**config.mk**
```make
export PLATFORM = sky130hd
export DESIGN_NAME = pot_line_emu
export DESIGN_NICKNAME = d
export VERILOG_FILES = /design/src/rtl/pot_emu_pkg.sv /design/src/rtl/pot_rst_sync.sv /design/src/rtl/pot_fall_detect.sv /design/src/rtl/pot_timebase.sv /design/src/rtl/pot_chan_sched.sv /design/src/rtl/pot_line_emu.sv
export SDC_FILE = /design/constraint.sdc
export NUM_CORES = 1
export LEC_CHECK = 0
export CORE_ASPECT_RATIO = 0.8
export CORE_MARGIN = 2
export CORE_UTILIZATION = 45
export DETAILED_ROUTE_END_ITERATION = 8
export PLACE_DENSITY = 0.66
export SLEW_MARGIN = 20
export SYNTH_ARGS = -nofsm -noshare
export SYNTH_HDL_FRONTEND = slang
export SYNTH_SLANG_ARGS = --single-unit
export TNS_END_PERCENT = 1
```
**constraint.sdc**
```tcl
create_clock -name clk -period 2.85 [get_ports clk]
set_input_delay 0.4275 -clock clk [delete_from_list [all_inputs] [get_ports clk]]
set_output_delay 0.4275 -clock clk [all_outputs]
set_load 0.01 [all_outputs]
```
**src/rtl/pot_emu_pkg.sv**
```systemverilog
package pot_emu_pkg;
  // Default geometry shared by the emulator and its submodules
  localparam int unsigned DEF_CNT_W     = 16;
  localparam int unsigned DEF_POS_W     = 8;
  localparam int unsigned DEF_BASE_OFS  = 4096;
  localparam int unsigned DEF_POS_SHIFT = 3;
  localparam int unsigned DEF_SYNC_N    = 2;
  localparam int unsigned NUM_CH        = 2;

  typedef enum logic [0:0] {
    CH_A = 1'b0,
    CH_B = 1'b1
  } chan_e;
endpackage

```
**src/rtl/pot_rst_sync.sv**
```systemverilog
module pot_rst_sync (
  input  logic clk,
  input  logic rst_n,
  output logic rst_sn
);
  logic [1:0] stage_q;
  logic [1:0] stage_d;

  always_comb begin
    stage_d = {stage_q[0], 1'b1};
  end

  always_ff @(posedge clk or negedge rst_n) begin
    if (!rst_n) begin
      stage_q <= 2'b00;
    end else begin
      stage_q <= stage_d;
    end
  end

  assign rst_sn = stage_q[1];
endmodule

```
**src/rtl/pot_fall_detect.sv**
```systemverilog
module pot_fall_detect #(
  parameter int unsigned SYNC_N = pot_emu_pkg::DEF_SYNC_N
) (
  input  logic clk,
  input  logic rst_n,
  input  logic sense_i,
  output logic fall_o
);
  localparam int unsigned CHAIN_W = SYNC_N + 1;

  logic [CHAIN_W-1:0] chain_q;
  logic [CHAIN_W-1:0] chain_d;

  always_comb begin
    chain_d = {chain_q[CHAIN_W-2:0], sense_i};
  end

  // Idle level of the line is high, so the chain resets to ones
  always_ff @(posedge clk or negedge rst_n) begin
    if (!rst_n) begin
      chain_q <= '1;
    end else begin
      chain_q <= chain_d;
    end
  end

  assign fall_o = chain_q[CHAIN_W-1] & ~chain_q[CHAIN_W-2];
endmodule

```
**src/rtl/pot_timebase.sv**
```systemverilog
module pot_timebase #(
  parameter int unsigned CNT_W = pot_emu_pkg::DEF_CNT_W
) (
  input  logic             clk,
  input  logic             rst_n,
  output logic [CNT_W-1:0] cnt_o
);
  logic [CNT_W-1:0] cnt_q;
  logic [CNT_W-1:0] cnt_d;

  always_comb begin
    cnt_d = cnt_q + {{(CNT_W-1){1'b0}}, 1'b1};
  end

  always_ff @(posedge clk or negedge rst_n) begin
    if (!rst_n) begin
      cnt_q <= '0;
    end else begin
      cnt_q <= cnt_d;
    end
  end

  assign cnt_o = cnt_q;
endmodule

```
**src/rtl/pot_chan_sched.sv**
```systemverilog
module pot_chan_sched #(
  parameter int unsigned CNT_W     = pot_emu_pkg::DEF_CNT_W,
  parameter int unsigned POS_W     = pot_emu_pkg::DEF_POS_W,
  parameter int unsigned BASE_OFS  = pot_emu_pkg::DEF_BASE_OFS,
  parameter int unsigned POS_SHIFT = pot_emu_pkg::DEF_POS_SHIFT
) (
  input  logic             clk,
  input  logic             rst_n,
  input  logic             arm_i,
  input  logic [CNT_W-1:0] cnt_i,
  input  logic [POS_W-1:0] pos_i,
  output logic             pull_o,
  output logic [CNT_W-1:0] tgt_o
);
  localparam int unsigned     PAD_W  = CNT_W - POS_W;
  localparam logic [CNT_W-1:0] BASE_C = CNT_W'(BASE_OFS);

  logic [CNT_W-1:0] tgt_q, tgt_d;
  logic             tgt_en;
  logic             pend_q, pend_d;
  logic [CNT_W-1:0] scaled;
  logic             hit;

  always_comb begin
    scaled = {{PAD_W{1'b0}}, pos_i} << POS_SHIFT;
    hit    = pend_q && (cnt_i == tgt_q);
    tgt_en = arm_i;
    tgt_d  = cnt_i + BASE_C + scaled;
    pend_d = pend_q;
    // A fresh capture wins over a release falling in the same cycle
    if (arm_i) begin
      pend_d = 1'b1;
    end else if (hit) begin
      pend_d = 1'b0;
    end
  end

  always_ff @(posedge clk or negedge rst_n) begin
    if (!rst_n) begin
      tgt_q <= '0;
    end else if (tgt_en) begin
      tgt_q <= tgt_d;
    end
  end

  always_ff @(posedge clk or negedge rst_n) begin
    if (!rst_n) begin
      pend_q <= 1'b0;
    end else begin
      pend_q <= pend_d;
    end
  end

  assign pull_o = pend_q;
  assign tgt_o  = tgt_q;
endmodule

```
**src/rtl/pot_line_emu.sv**
```systemverilog
module pot_line_emu #(
  parameter int unsigned CNT_W     = pot_emu_pkg::DEF_CNT_W,
  parameter int unsigned POS_W     = pot_emu_pkg::DEF_POS_W,
  parameter int unsigned BASE_OFS  = pot_emu_pkg::DEF_BASE_OFS,
  parameter int unsigned POS_SHIFT = pot_emu_pkg::DEF_POS_SHIFT,
  parameter int unsigned SYNC_N    = pot_emu_pkg::DEF_SYNC_N
) (
  input  logic             clk,
  input  logic             rst_n,
  input  logic             pot_sense_i,
  input  logic [POS_W-1:0] pos_a_i,
  input  logic [POS_W-1:0] pos_b_i,
  output logic             pull_a_o,
  output logic             pull_b_o,
  output logic             cap_stb_o,
  output logic [CNT_W-1:0] cap_cnt_o
);
  localparam int unsigned NCH = pot_emu_pkg::NUM_CH;

  logic             rst_sn;
  logic             cap_fire;
  logic [CNT_W-1:0] cnt_q;
  logic [POS_W-1:0] pos_arr  [NCH];
  logic             pull_arr [NCH];
  logic [CNT_W-1:0] tgt_arr  [NCH];
  logic [CNT_W-1:0] tgt_a, tgt_b;

  logic [CNT_W-1:0] cap_cnt_q, cap_cnt_d;
  logic             cap_stb_q, cap_stb_d;

  pot_rst_sync u_rst (
    .clk    (clk),
    .rst_n  (rst_n),
    .rst_sn (rst_sn)
  );

  pot_fall_detect #(.SYNC_N(SYNC_N)) u_edge (
    .clk     (clk),
    .rst_n   (rst_sn),
    .sense_i (pot_sense_i),
    .fall_o  (cap_fire)
  );

  pot_timebase #(.CNT_W(CNT_W)) u_tb (
    .clk   (clk),
    .rst_n (rst_sn),
    .cnt_o (cnt_q)
  );

  assign pos_arr[pot_emu_pkg::CH_A] = pos_a_i;
  assign pos_arr[pot_emu_pkg::CH_B] = pos_b_i;

  for (genvar ch = 0; ch < NCH; ch++) begin : g_chan
    pot_chan_sched #(
      .CNT_W     (CNT_W),
      .POS_W     (POS_W),
      .BASE_OFS  (BASE_OFS),
      .POS_SHIFT (POS_SHIFT)
    ) u_sched (
      .clk    (clk),
      .rst_n  (rst_sn),
      .arm_i  (cap_fire),
      .cnt_i  (cnt_q),
      .pos_i  (pos_arr[ch]),
      .pull_o (pull_arr[ch]),
      .tgt_o  (tgt_arr[ch])
    );
  end

  always_comb begin
    cap_stb_d = cap_fire;
    cap_cnt_d = cnt_q;
  end

  always_ff @(posedge clk or negedge rst_sn) begin
    if (!rst_sn) begin
      cap_cnt_q <= '0;
    end else if (cap_fire) begin
      cap_cnt_q <= cap_cnt_d;
    end
  end

  always_ff @(posedge clk or negedge rst_sn) begin
    if (!rst_sn) begin
      cap_stb_q <= 1'b0;
    end else begin
      cap_stb_q <= cap_stb_d;
    end
  end

  assign tgt_a     = tgt_arr[pot_emu_pkg::CH_A];
  assign tgt_b     = tgt_arr[pot_emu_pkg::CH_B];
  assign pull_a_o  = pull_arr[pot_emu_pkg::CH_A];
  assign pull_b_o  = pull_arr[pot_emu_pkg::CH_B];
  assign cap_stb_o = cap_stb_q;
  assign cap_cnt_o = cap_cnt_q;
endmodule

```
**Yosys cells after proc, flatten, opt, wreduce, memory -nomap -nowiden**

Cells that the tools add are included.

- Eq/ne operators: 2
- Reduce and logical (&&, ||, !) cells: 4
- Bitwise operators: 2
- Add/subtract/negate cells: 4
- Muxes and demuxes: 4

Operator list:

| operator | number |
|---|---|
| $add A16 B11 Y16 | 2 |
| $eq A16 B16 Y1 | 2 |
| $add A16 B1 Y16 const B | 1 |
| $add A16 B13 Y16 const B | 1 |
| $mux W1 | 4 |
| $reduce_bool A2 Y1 | 2 |
| $logic_and A1 B1 Y1 | 2 |
| $and A1 B1 Y1 | 1 |
| $not A1 Y1 | 1 |

- Input port bits: 19
- Logic and storage cells: 25
- Register bits: 72
- Output and inout port bits: 19

**Longest topological paths before layout**

Gate-level depths: netlist of the first run.

- Depth in word-level cells: 4
- Gate-level depth with buffers: 7
- Gate-level depth less buffers: 7

**Hierarchy**

A second synthesis of the first run with hierarchy kept.

- Cell total of the unflattened synthesis: 343
- Area, all modules: 4002.6 µm²

By module, submodules not included:

| module | area an instance (µm²) | sequential area each (µm²) | times used | cells an instance |
|---|---|---|---|---|
| pot_chan_sched (g_chan[1].u_sched) | 1243.7 | 425.4 | 1 | 120 |
| pot_chan_sched (g_chan[0].u_sched) | 1236.2 | 425.4 | 1 | 124 |
| pot_timebase | 701.9 | 400.4 | 1 | 57 |
| pot_line_emu | 674.4 | 425.4 | 1 | 35 |
| pot_fall_detect | 92.6 | 78.8 | 1 | 4 |
| pot_rst_sync | 53.8 | 50.0 | 1 | 3 |

**Least setup slack after synthesis of the first run**

Ideal clock, no wire load.

- Path kind: in2reg
- Start point: in pos_b_i[0]
- End point: reg g_chan[1].u_sched.tgt_q[15]
- Arrival: 1869 ps
- Setup time: 131 ps
- Path buffers: 0
- Required time: 2719 ps
- Stages: 7
- Slack: 849 ps
- Path through: ha_1 -> fa_1 -> a211oi_1 -> o21bai_1 -> o211ai_1 -> xnor2_1 -> o21ai_1

- Longest elaborated chain between the ends: 1

Ends and longest elaborated chain:

| what | RTL line | text |
|---|---|---|
| start: declaration | pot_line_emu.sv:12 | `input logic [POS_W-1:0] pos_b_i,` |
| $add A16 B11 Y16 | pot_chan_sched.sv:28 | `tgt_d = cnt_i + BASE_C + scaled;` |
| end signal: assignment | pot_chan_sched.sv:42 | `tgt_q <= tgt_d;` |
| end: declaration | pot_chan_sched.sv:18 | `logic [CNT_W-1:0] tgt_q, tgt_d;` |

No other way between the ends.
A chain may end at the register's enable or synchronous reset.

**Final worst setup path of the first run**

- Start point: reg u_tb.cnt_q[3], in the netlist u_tb.cnt_o[3]
- End point: reg g_chan[1].u_sched.tgt_q[15]

- Longest elaborated chain between the ends: 2

Ends and longest elaborated chain:

| what | RTL line | text |
|---|---|---|
| start: declaration | pot_timebase.sv:8 | `logic [CNT_W-1:0] cnt_q;` |
| start signal: assignment | pot_timebase.sv:19 | `cnt_q <= cnt_d;` |
| $add A16 B13 Y16 | pot_chan_sched.sv:28 |  |
| $add A16 B11 Y16 | pot_chan_sched.sv:28 |  |

No other way between the ends.

==> impl_results.md, run 1 <==
- Status: finished, final reports clean
- PwrDens: 511 nW/um^2
- NetSw: 0.552 mW
- Most used routing layer: met1
- CTS clk-pin slew, worst paths: 0.08 ns
- Post-CTS Setup Bufs: 0
- Crit path kind: flip-flop to flip-flop
- Ports: 38
- Routing usage on met1: 29.6%
- Hold_ws: 0.223 ns
- Via count of the routed design: 2,818
- # Max-Cap Violations: 0
- Arrival time at the worst endpoint: 2.55 ns
- Drt pass-1 iters: 5
- CP max stage delay: 0.51 ns
- Sequential cell area fraction in the yosys report: 45.3%
- GRT met3 Usage: 5.36%
- Max-slew headroom: 45.5%
- RD Place Congestion: 0.962
- Clk_skew: 0.00937 ns
- Yosys top cell by area: dfrtp_1
- Syn Std Cell Area: 3660 um^2
- Leakage power: 1.98 nW
- Pin slew with the least headroom to its limit: 0.817 ns
- Initial core utilization: 46.2%
- N_diodes: 0
- Final nets: 456
- Post-route ant nets: 0
- Maximum vdd ir drop: 0.245 mV
- Gr usage total: 19.9%
- Crit-path slowest cell: dfrtp_1
- Final worst slack: 0.521 ns
- Top_reg_cell synth: dfrtp_1
- Placed cells: 513
- Crit-path max FO: 8
- Synth area leaders: dfrtp_1 43%, nand2_1 9.4%, xnor2_1 8.1%, ha_1 6.5%, xor2_1 6.5%
- Post-DP HPWL: 5920 um
- Yosys cell types: 44
- Synthesized Nets: 424
- Initial antenna violation count: 0
- #FFs+latches synth: 66
- Seq pwr share: 45.7%
- Post-cts resize count: 0
- Fillers: 763
- CTS tree: built
- DRC Markers: 0
- Die extent in x: 105 um
- Crit. End Element: flip-flop
- Layout cells sized above 1: 7.36%
- Comb power frac: 10.3%
- Iter 0 DRT Violations: 223
- Number of buffers and inverters on the critical path: 0
- Post-synth ARST share: 100%
- Hold crit path type: primary input to async pin
- Startpoint types: flip-flop
- Critical path cell sequence: ha_1, fa_1, a211oi_1, o21bai_1, o211ai_1, xnor2_1, o21ai_1
- Area Growth Syn to Fin: 19.1%
- Worst reg2reg setup slack: 0.52 ns
- R2R Path Start: u_tb.cnt_o[3]$_DFF_PN0_
- Synth warnings: 0
- M2 GR Usage: 28.4%
- CTS sink cnt: 66
- Reg2reg end: g_chan[1].u_sched.tgt_o[15]$_DFFE_PN0P_
- Most frequent cells after synthesis: 92 x nand2_1, 63 x dfrtp_1, 34 x xnor2_1, 27 x xor2_1, 19 x ha_1
- Clock Path Buffers: 2
- Clock Latency Late Sink: 0.36 ns
- Required time of the critical path: 3.07 ns
- CTS root buf: clkbuf_8
- Final WL: 8300 um
- Mean post-synth cell area: 9.52 um^2
- WL/cell: 15.7 um
- Sw frac: 24.8%
- Int Pwr: 1.67 mW
- Wire length of the first global-routing pass: 13,600 um
- Max frequency: 429 MHz
- DP Worst Slack: 0.222 ns
- H-tree Lvls: 3
- Worst Reg-to-Reg Cells: 7
- Die area: 8870 um^2
- Vias per cell: 5.33
- Vias in the first global route: 2,673
- Final Cycle Share: 81.7%
- Total core area: 7910 um^2
- Largest net degree at the start of global routing: 66
- CP top delay family: compound AO/OA/AOI/OAI gates
- Most common cell in the synthesized netlist: nand2_1
- Num CTS Buffers: 9
- Post-synth EDFFs: 0
- Total gr overflow: 0
- Post-Syn Instances: 384
- Row count: 29
- Die Y-Extent: 84.6 um
- Cell depth of the worst setup path: 7
- Setup TNS: 0 ns
- Final Non-Filler Cells: 529
- Number of port buffers: 37
- Hold buffers post-CTS: 0
- Yosys top cell area share: 43.1%
- Max-slew violations: 0
- Clock network power share: 44.1%
- Setup-failing EPs final: 0
- Hold Fails Final Rpt: 0
- RSZ-0062 raised after global routing: false
- Fin crit period: 2.33 ns
-- state kept, by name, indices dropped and copies added, names as in the netlist --
signal	count
u_rst.stage_q	2
cap_cnt_o	16
cap_stb_o	1
g_chan.u_sched.tgt_o	26
u_edge.chain_q	3
g_chan.u_sched.pull_o	2
u_tb.cnt_o	16
-- layout make-up --
class	instances	area [um^2]	area share, %
flip-flops and latches	66	1660	38.0
inverters	3	11.3	0.259
clock inverters	6	114	2.61
multi-input cells	291	1880	43.2
well taps	108	135	3.10
clock buffers	10	128	2.93
repair buffers	45	430	9.88
-- cell families (layout without fill, tap and decap cells) --
group / Yosys count / after routing / share of synthesized area (%)
adder cells (fa/ha/maj): 21 / 21 / 7.60
XOR/XNOR: 61 / 61 / 14.6
AND/OR/NAND/NOR: 140 / 140 / 17.2
AO/OA/AOI/OAI: 67 / 67 / 11.6
buffers and inverters: 27 / 64 / 3.32
other: 1 / 1 / 0.103
multiplexers: 1 / 1 / 0.274
flip-flops: 66 / 66 / 45.3
-- through the flow --
step                cell area, um^2  util (%)  power [mW]
finish                         4360      55.1        2.23
global route                   4360      55.1        2.31
CTS                            4360      55.1        2.23
detailed placement             4110      52.0        1.26
global placement               4110      52.0        1.26
floorplan                      3660         -        1.18
-- per-layer routing --
layer	vias up	part of all wire, %
met5	-	0
met3	6	5.6
met1	1371	51
li1	1371	-
met4	0	0.94
met2	70	43
-- cell usage in the layout, fill, tap and decap left out, drive strengths merged, types with 2 or more instances in the layout --
cell type	count
inv	4
bufinv	3
dfrtp	63
nand4	4
a21oi	10
dfstp	3
o21ai	30
ha	19
fa	2
and3	6
o211ai	3
buf	8
o31ai	4
or3	2
nor2	4
xor2	27
clkbuf	10
a211oi	7
a21o	4
clkdlybuf4s50	37
nand3	14
o21bai	4
nor3	3
xnor2	34
and4	2
nand2	92
clkinvlp	2
nor4	5
nor2b	2
-- power by group through the flow --
stage               Clock (mW)  Sequential (mW)  Combinational [mW]
floorplan                    0             1.04               0.138
global placement             0             1.03               0.226
detailed placement           0             1.04               0.229
CTS                      0.986             1.02               0.231
global route              1.03             1.02               0.255
finish                   0.981             1.02               0.228
-- worst max-delay path by stage --
stage               slack (ns)                                 endpoint                    start
finish                    0.52  g_chan[1].u_sched.tgt_o[15]$_DFFE_PN0P_  u_tb.cnt_o[3]$_DFF_PN0_
global route              0.35  g_chan[1].u_sched.tgt_o[11]$_DFFE_PN0P_  u_tb.cnt_o[3]$_DFF_PN0_
CTS                       0.52  g_chan[1].u_sched.tgt_o[15]$_DFFE_PN0P_  u_tb.cnt_o[3]$_DFF_PN0_
detailed placement        0.22  g_chan[1].u_sched.tgt_o[15]$_DFFE_PN0P_               pos_b_i[0]
global placement          0.27   g_chan[0].u_sched.tgt_o[9]$_DFFE_PN0P_               pos_a_i[0]
floorplan                 0.85  g_chan[1].u_sched.tgt_o[15]$_DFFE_PN0P_               pos_b_i[0]
(Power assumes the default switching activity.)
==> run 2: changes to the inputs <==
clock period = 2.24 ns   (was 2.85 ns; I/O delays follow)
==> run 2 against run 1 <==
  * Critical path depth grew 2
  * Combinational power is 39% higher
  * Sequential power increased by 27%
  * Critical endpoint is now g_chan[0].u_sched.tgt_o[14]$_DFFE_PN0P_
==> impl_results.md, run 2 (synthesis results as in run 1) <==
- Status: finished, final reports clean
- Number of port buffers: 37 (unchanged)
- Ports: 38 (unchanged)
- Crit path kind: flip-flop to flip-flop
- Post-route ant nets: 0 (unchanged)
- Max frequency: 472 MHz (+9.8%)
- Fin crit period: 2.12 ns (-0.209 ns)
- CP dominant cell by count: buf_4
- Sw frac: 27.7% (+2.8 points)
- Hold crit path type: primary input to async pin
- Worst Reg-to-Reg Cells: 9 (+2)
- CTS root buf: clkbuf_8
- Seq pwr share: 51.1% (+5.4 points)
- Most frequent cells in the layout: 92 x nand2_1, 62 x dfrtp_1, 38 x buf_4
- Leakage power: 2.11 nW (+6.5%)
- Crit. End Element: flip-flop
- Drt pass-1 iters: 4 (-1)
- Row count: 29 (unchanged)
- Wire length of the first global-routing pass: 14,600 um (+7.0%)
- # Max-Cap Violations: 0 (unchanged)
- Number of buffers and inverters on the critical path: 3 (+3)
- Max reg flops: 26 (unchanged)
- CP max stage delay: 0.42 ns (-0.09 ns)
- Clock Path Buffers: 2 (unchanged)
- Iter 0 DRT Violations: 107 (-52%)
- CTS tree: built
- RD Place Congestion: 0.943 (-2.0%)
- Total gr overflow: 0 (unchanged)
- DRC Markers: 0 (unchanged)
- Total core area: 7910 um^2 (unchanged)
- Layout cells sized above 1: 14.8% (+7.5 points)
- Pin slew with the least headroom to its limit: 0.504 ns (-0.313 ns)
- Critical path cell sequence: ha_1, buf_4, a211oi_4, nor4b_2, buf_4, o31ai_2, buf_4, xnor2_1, o21ai_1
- PwrDens: 556 nW/um^2 (+8.8%)
- Clk_skew: 0.0101 ns (+0.000740 ns)
- Hold Fails Final Rpt: 0 (unchanged)
- Reg2reg end: g_chan[0].u_sched.tgt_o[14]$_DFFE_PN0P_
- Final Cycle Share: 94.7% (+13 points)
- Arrival time at the worst endpoint: 2.36 ns (-0.19 ns)
- Crit-path max FO: 4 (-4)
- Max-slew violations: 0 (unchanged)
- Gr usage total: 21.6% (+1.7 points)
- Initial core utilization: 46.2% (unchanged)
- Initial antenna violation count: 0 (unchanged)
- N_diodes: 0 (unchanged)
- CP top delay family: compound AO/OA/AOI/OAI gates
- H-tree Lvls: 3 (unchanged)
- Area Growth Syn to Fin: 24.9%
- RSZ-0062 raised after global routing: false
- Maximum vdd ir drop: 0.238 mV (-3.1%)
- NetSw: 0.702 mW (+27%)
- Comb power frac: 12.5% (+2.2 points)
- Clock network power share: 36.4% (-7.7 points)
- Die Y-Extent: 84.6 um (unchanged)
- Worst reg2reg setup slack: 0.12 ns (-0.40 ns)
- CTS sink cnt: 66 (unchanged)
- R2R Path Start: u_tb.cnt_o[3]$_DFF_PN0_
- Final worst slack: 0.119 ns (-0.401 ns)
- Hold buffers post-CTS: 0 (unchanged)
- Post-CTS Setup Bufs: 0 (unchanged)
- Largest net degree at the start of global routing: 65 (-1.5%)
- Final nets: 487 (+6.8%)
- Vias in the first global route: 2,799 (+4.7%)
- Final design utilization: 57.8% (+2.7 points)
- Most common cell after layout, fill and taps aside: nand2_1
- Required time of the critical path: 2.48 ns (-0.59 ns)
- Clock Latency Late Sink: 0.35 ns (about the same)
- Crit-path slowest cell: dfrtp_1
- Final WL: 8820 um (+6.3%)
- CTS clk-pin slew, worst paths: 0.08 ns (about the same)
- Vias per cell: 5.13 (-3.7%)
- Max-slew headroom: 66.1% (+21 points)
- Via count of the routed design: 2,873 (+2.0%)
- Post-DP HPWL: 6570 um (+11%)
- Startpoint types: flip-flop
- Die area: 8870 um^2 (unchanged)
- Die extent in x: 105 um (unchanged)
- Int Pwr: 1.84 mW (+9.8%)
- Num CTS Buffers: 9 (unchanged)
- DP Worst Slack: -0.320 ns (-0.542 ns)
- Final Power: 2.54 mW (+14%)
- Setup-failing EPs final: 0 (unchanged)
- WL/cell: 15.8 um (+0.39%)
## run 2: cell types whose count changed in the layout (fill, tap and decap cells not counted), sizes merged
cell	change
buf	+31
clkinv	+4
bufinv	-3
inv	-1
## run 2: worst max path at each step
stage                                           from                                      end  slack, ns  cells past startpoint
after detailed placement                  pos_a_i[0]  g_chan[0].u_sched.tgt_o[14]$_DFFE_PN0P_      -0.32                     10
after floorplan           u_rst.stage_q[1]$_DFF_PN0_                 cap_cnt_o[0]$_DFFE_PN0P_       0.27                      0
after global routing         u_tb.cnt_o[3]$_DFF_PN0_   g_chan[1].u_sched.tgt_o[9]$_DFFE_PN0P_      0.003                      7
after CTS                                 pos_a_i[0]  g_chan[0].u_sched.tgt_o[14]$_DFFE_PN0P_       0.05                     10
final                        u_tb.cnt_o[3]$_DFF_PN0_  g_chan[0].u_sched.tgt_o[14]$_DFFE_PN0P_       0.12                      9
after global placement                    pos_a_i[0]  g_chan[0].u_sched.tgt_o[14]$_DFFE_PN0P_      -0.27                     10
## run 2: metrics by stage
step           instances  hold slack (ns)  cell area, um^2  setup TNS [ns]
2_1_floorplan        384           0.0404             3660               0
3_5_place_dp         544            0.299             4360           -2.10
6_report             560            0.140             4570               0
3_3_place_gp         544            0.294             4360           -1.58
5_1_grt              560            0.129             4570               0
4_1_cts              560            0.131             4540               0
## run 2: power groups by stage
stage | sequential (mW) | combinational [mW] | clock [mW]
after floorplan | 1.33 | 0.176 | 0
after global placement | 1.32 | 0.311 | 0
after detailed placement | 1.32 | 0.316 | 0
after CTS | 1.30 | 0.317 | 0.945
after global routing | 1.30 | 0.356 | 0.999
final | 1.30 | 0.317 | 0.925
## run 2: final cells by class
cell class | count | area [um^2]
flip-flops and latches | 66 | 1660
repair buffers | 76 | 676
well taps | 108 | 135
clock buffers | 10 | 138
inverters | 3 | 11.3
clock inverters | 6 | 42.5
multi-input cells | 291 | 1910
fillers | 744 | 3340
## run 2: layer usage
metal	track usage (%)	part of all wire (%)	vias up	wire, um
met5	0	0	-	0
met2	32.1	44	79	3870
met4	6.42	0.87	0	77
li1	-	-	1430	-
met3	4.89	6.6	6	578
met1	31.5	49	1358	4290
## run 2: repair_timing
item,4_1_cts,5_1_grt
endpoints found under the hold margin,0,0
endpoints found under the setup margin,0,6
gates resized for setup,0,5
==> run 3: changes to the inputs <==
clock period = 2.35 ns   (was 2.24 ns; I/O delays follow)
==> run 3 against run 2 <==
  * Non-clock buffer count decreased by 7
  * Cell count shrank 1.3%
  * Die area unchanged
  * Final area shrank 1.1%
  * Hold slack gained 0.014 ns
  * Combinational power shrank 6.9%
  * Wire length grew 1.3%
  * Critical path depth did not move
==> impl_results.md, run 3 (synthesis results as in run 1) <==
- Die area: 8870 um^2 (unchanged)
- Vias per cell: 5.21 (+1.5%)
- Crit path kind: flip-flop to flip-flop
- Crit. End Element: flip-flop
- Max frequency: 447 MHz (-5.3%)
- CTS root buf: clkbuf_8
- Startpoint types: flip-flop
- Final Cycle Share: 95.3% (+0.59 points)
- Initial antenna violation count: 0 (unchanged)
- Max-slew headroom: 46.0% (-20 points)
- PwrDens: 575 nW/um^2 (+3.5%)
- Fillers: 751 (+0.94%)
- Post-DP HPWL: 6570 um (about the same)
- Initial core utilization: 46.2% (unchanged)
- Final nets: 480 (-1.4%)
- H-tree Lvls: 3 (unchanged)
- Leakage power: 2.09 nW (-0.81%)
- Wire length of the first global-routing pass: 14,900 um (+2.2%)
- Vias in the first global route: 2,907 (+3.9%)
- Hold_ws: 0.154 ns (+0.0139 ns)
- Row count: 29 (unchanged)
- Ports: 38 (unchanged)
- Total core area: 7910 um^2 (unchanged)
- Max reg flops: 26 (unchanged)
- CTS clk-pin slew, worst paths: 0.07 ns (about the same)
- Status: finished, final reports clean
- Most common cell after layout, fill and taps aside: nand2_1
- Gr usage total: 22.0% (+0.40 points)
- RD Place Congestion: 0.938 (-0.50%)
- DRC Markers: 0 (unchanged)
- Iter 0 DRT Violations: 222 (+110%)
- R2R Path Start: u_tb.cnt_o[3]$_DFF_PN0_
- Final design utilization: 57.1% (-0.65 points)
- Hold Fails Final Rpt: 0 (unchanged)
- # Max-Cap Violations: 0 (unchanged)
- Number of port buffers: 37 (unchanged)
- Post-route ant nets: 0 (unchanged)
- Met3 wire length: 604 um (+4.5%)
- Reg2reg end: g_chan[0].u_sched.tgt_o[14]$_DFFE_PN0P_
- Final WL: 8940 um (+1.3%)
- CTS tree: built
- Required time of the critical path: 2.59 ns (+0.11 ns)
- Layout cells sized above 1: 12.6% (-2.2 points)
- RSZ-0062 raised after global routing: false
- Largest net degree at the start of global routing: 65 (unchanged)
- Pin slew with the least headroom to its limit: 0.810 ns (+0.305 ns)
- N_diodes: 0 (unchanged)
- Met1 wire length: 4210 um (-1.9%)
- Top layer in use: met4
- Crit-path max FO: 5 (+1)
- Post-cts resize count: 0 (unchanged)
- Clock Path Buffers: 2 (unchanged)
- Arrival time at the worst endpoint: 2.48 ns (+0.12 ns)
- Die extent in x: 105 um (unchanged)
- Hold crit path type: primary input to async pin
- Clk_skew: 0.0109 ns (+0.000800 ns)
- Maximum vdd ir drop: 0.292 mV (+23%)
- Clock Latency Late Sink: 0.35 ns (about the same)
- Most frequent cells in the layout: 92 x nand2_1, 62 x dfrtp_1, 37 x clkdlybuf4s50_1
- Max-slew violations: 0 (unchanged)
- Drt pass-1 iters: 4 (unchanged)
- Hold buffers post-CTS: 0 (unchanged)
- Final Power: 2.60 mW (+2.3%)
- Total gr overflow: 0 (unchanged)
- Routed wl met2: 4020 um (+3.7%)
- Worst Reg-to-Reg Cells: 9 (unchanged)
- Setup-failing EPs final: 0 (unchanged)
- Die Y-Extent: 84.6 um (unchanged)
- Via count of the routed design: 2,879 (+0.21%)
- Worst reg2reg setup slack: 0.11 ns (about the same)
- CP Launch Point: u_tb.cnt_o[3]$_DFF_PN0_
- Area Growth Syn to Fin: 23.5%
- Final worst slack: 0.111 ns (-0.00811 ns)
- WL/cell: 16.2 um (+2.6%)
- Fin crit period: 2.24 ns (+0.118 ns)
- Crit path capture: g_chan[0].u_sched.tgt_o[14]$_DFFE_PN0P_
- Post-CTS Setup Bufs: 0 (unchanged)
- Num CTS Buffers: 9 (unchanged)
- DP Worst Slack: -0.194 ns (+0.126 ns)
- CTS sink cnt: 66 (unchanged)
[run 3: routing by layer]
layer,GRT usage (%),vias to the layer above
met3,6.29,10
met2,32.7,79
met5,0,-
met1,30.9,1372
li1,-,1418
met4,7.52,0
[run 3: report_power, final]
group,switching [mW],internal (mW),total [mW]
clock,0.467,0.601,1.07
combinational,0.154,0.141,0.295
sequential,0.0408,1.19,1.23
total,0.662,1.94,2.60
[run 3: worst min path at each step]
stage / endpoint / slack [ns] / depth (start not counted)
2_1_floorplan: u_rst.stage_q[0]$_DFF_PN0_ / 0.06 / 0
3_3_place_gp: u_rst.stage_q[1]$_DFF_PN0_ / 0.33 / 0
3_5_place_dp: u_rst.stage_q[1]$_DFF_PN0_ / 0.34 / 0
4_1_cts: u_rst.stage_q[0]$_DFF_PN0_ / 0.14 / 1
5_1_grt: u_rst.stage_q[0]$_DFF_PN0_ / 0.15 / 1
6_report: u_rst.stage_q[0]$_DFF_PN0_ / 0.15 / 1
[run 3: worst max-delay path, stage by stage (launching register included)]
cell      delay [ns]
dfrtp_1         0.46
ha_1            0.28
buf_4           0.15
a211oi_2        0.07
nor4b_1         0.49
buf_4           0.20
o31ai_1         0.07
buf_4           0.15
xnor2_1         0.19
o21ai_1         0.08
[run 3: layout make-up]
cell class	instances	area [um^2]	area share, %
Clock inverter	6	90.1	1.99
Tap cell	108	135	2.99
Clock buffer	10	128	2.83
Sequential cell	66	1660	36.7
Multi-Input combinational cell	291	1890	41.7
Inverter	3	11.3	0.249
Timing Repair Buffer	69	611	13.5
[run 3: per-stage QoR]
step	instance area, um^2	TNS [ns]	cells
after CTS	4510	0	553
after global placement	4290	-0.582	537
final	4520	0	553
after global routing	4520	0	553
after detailed placement	4290	-0.751	537
after floorplan	3660	0	384
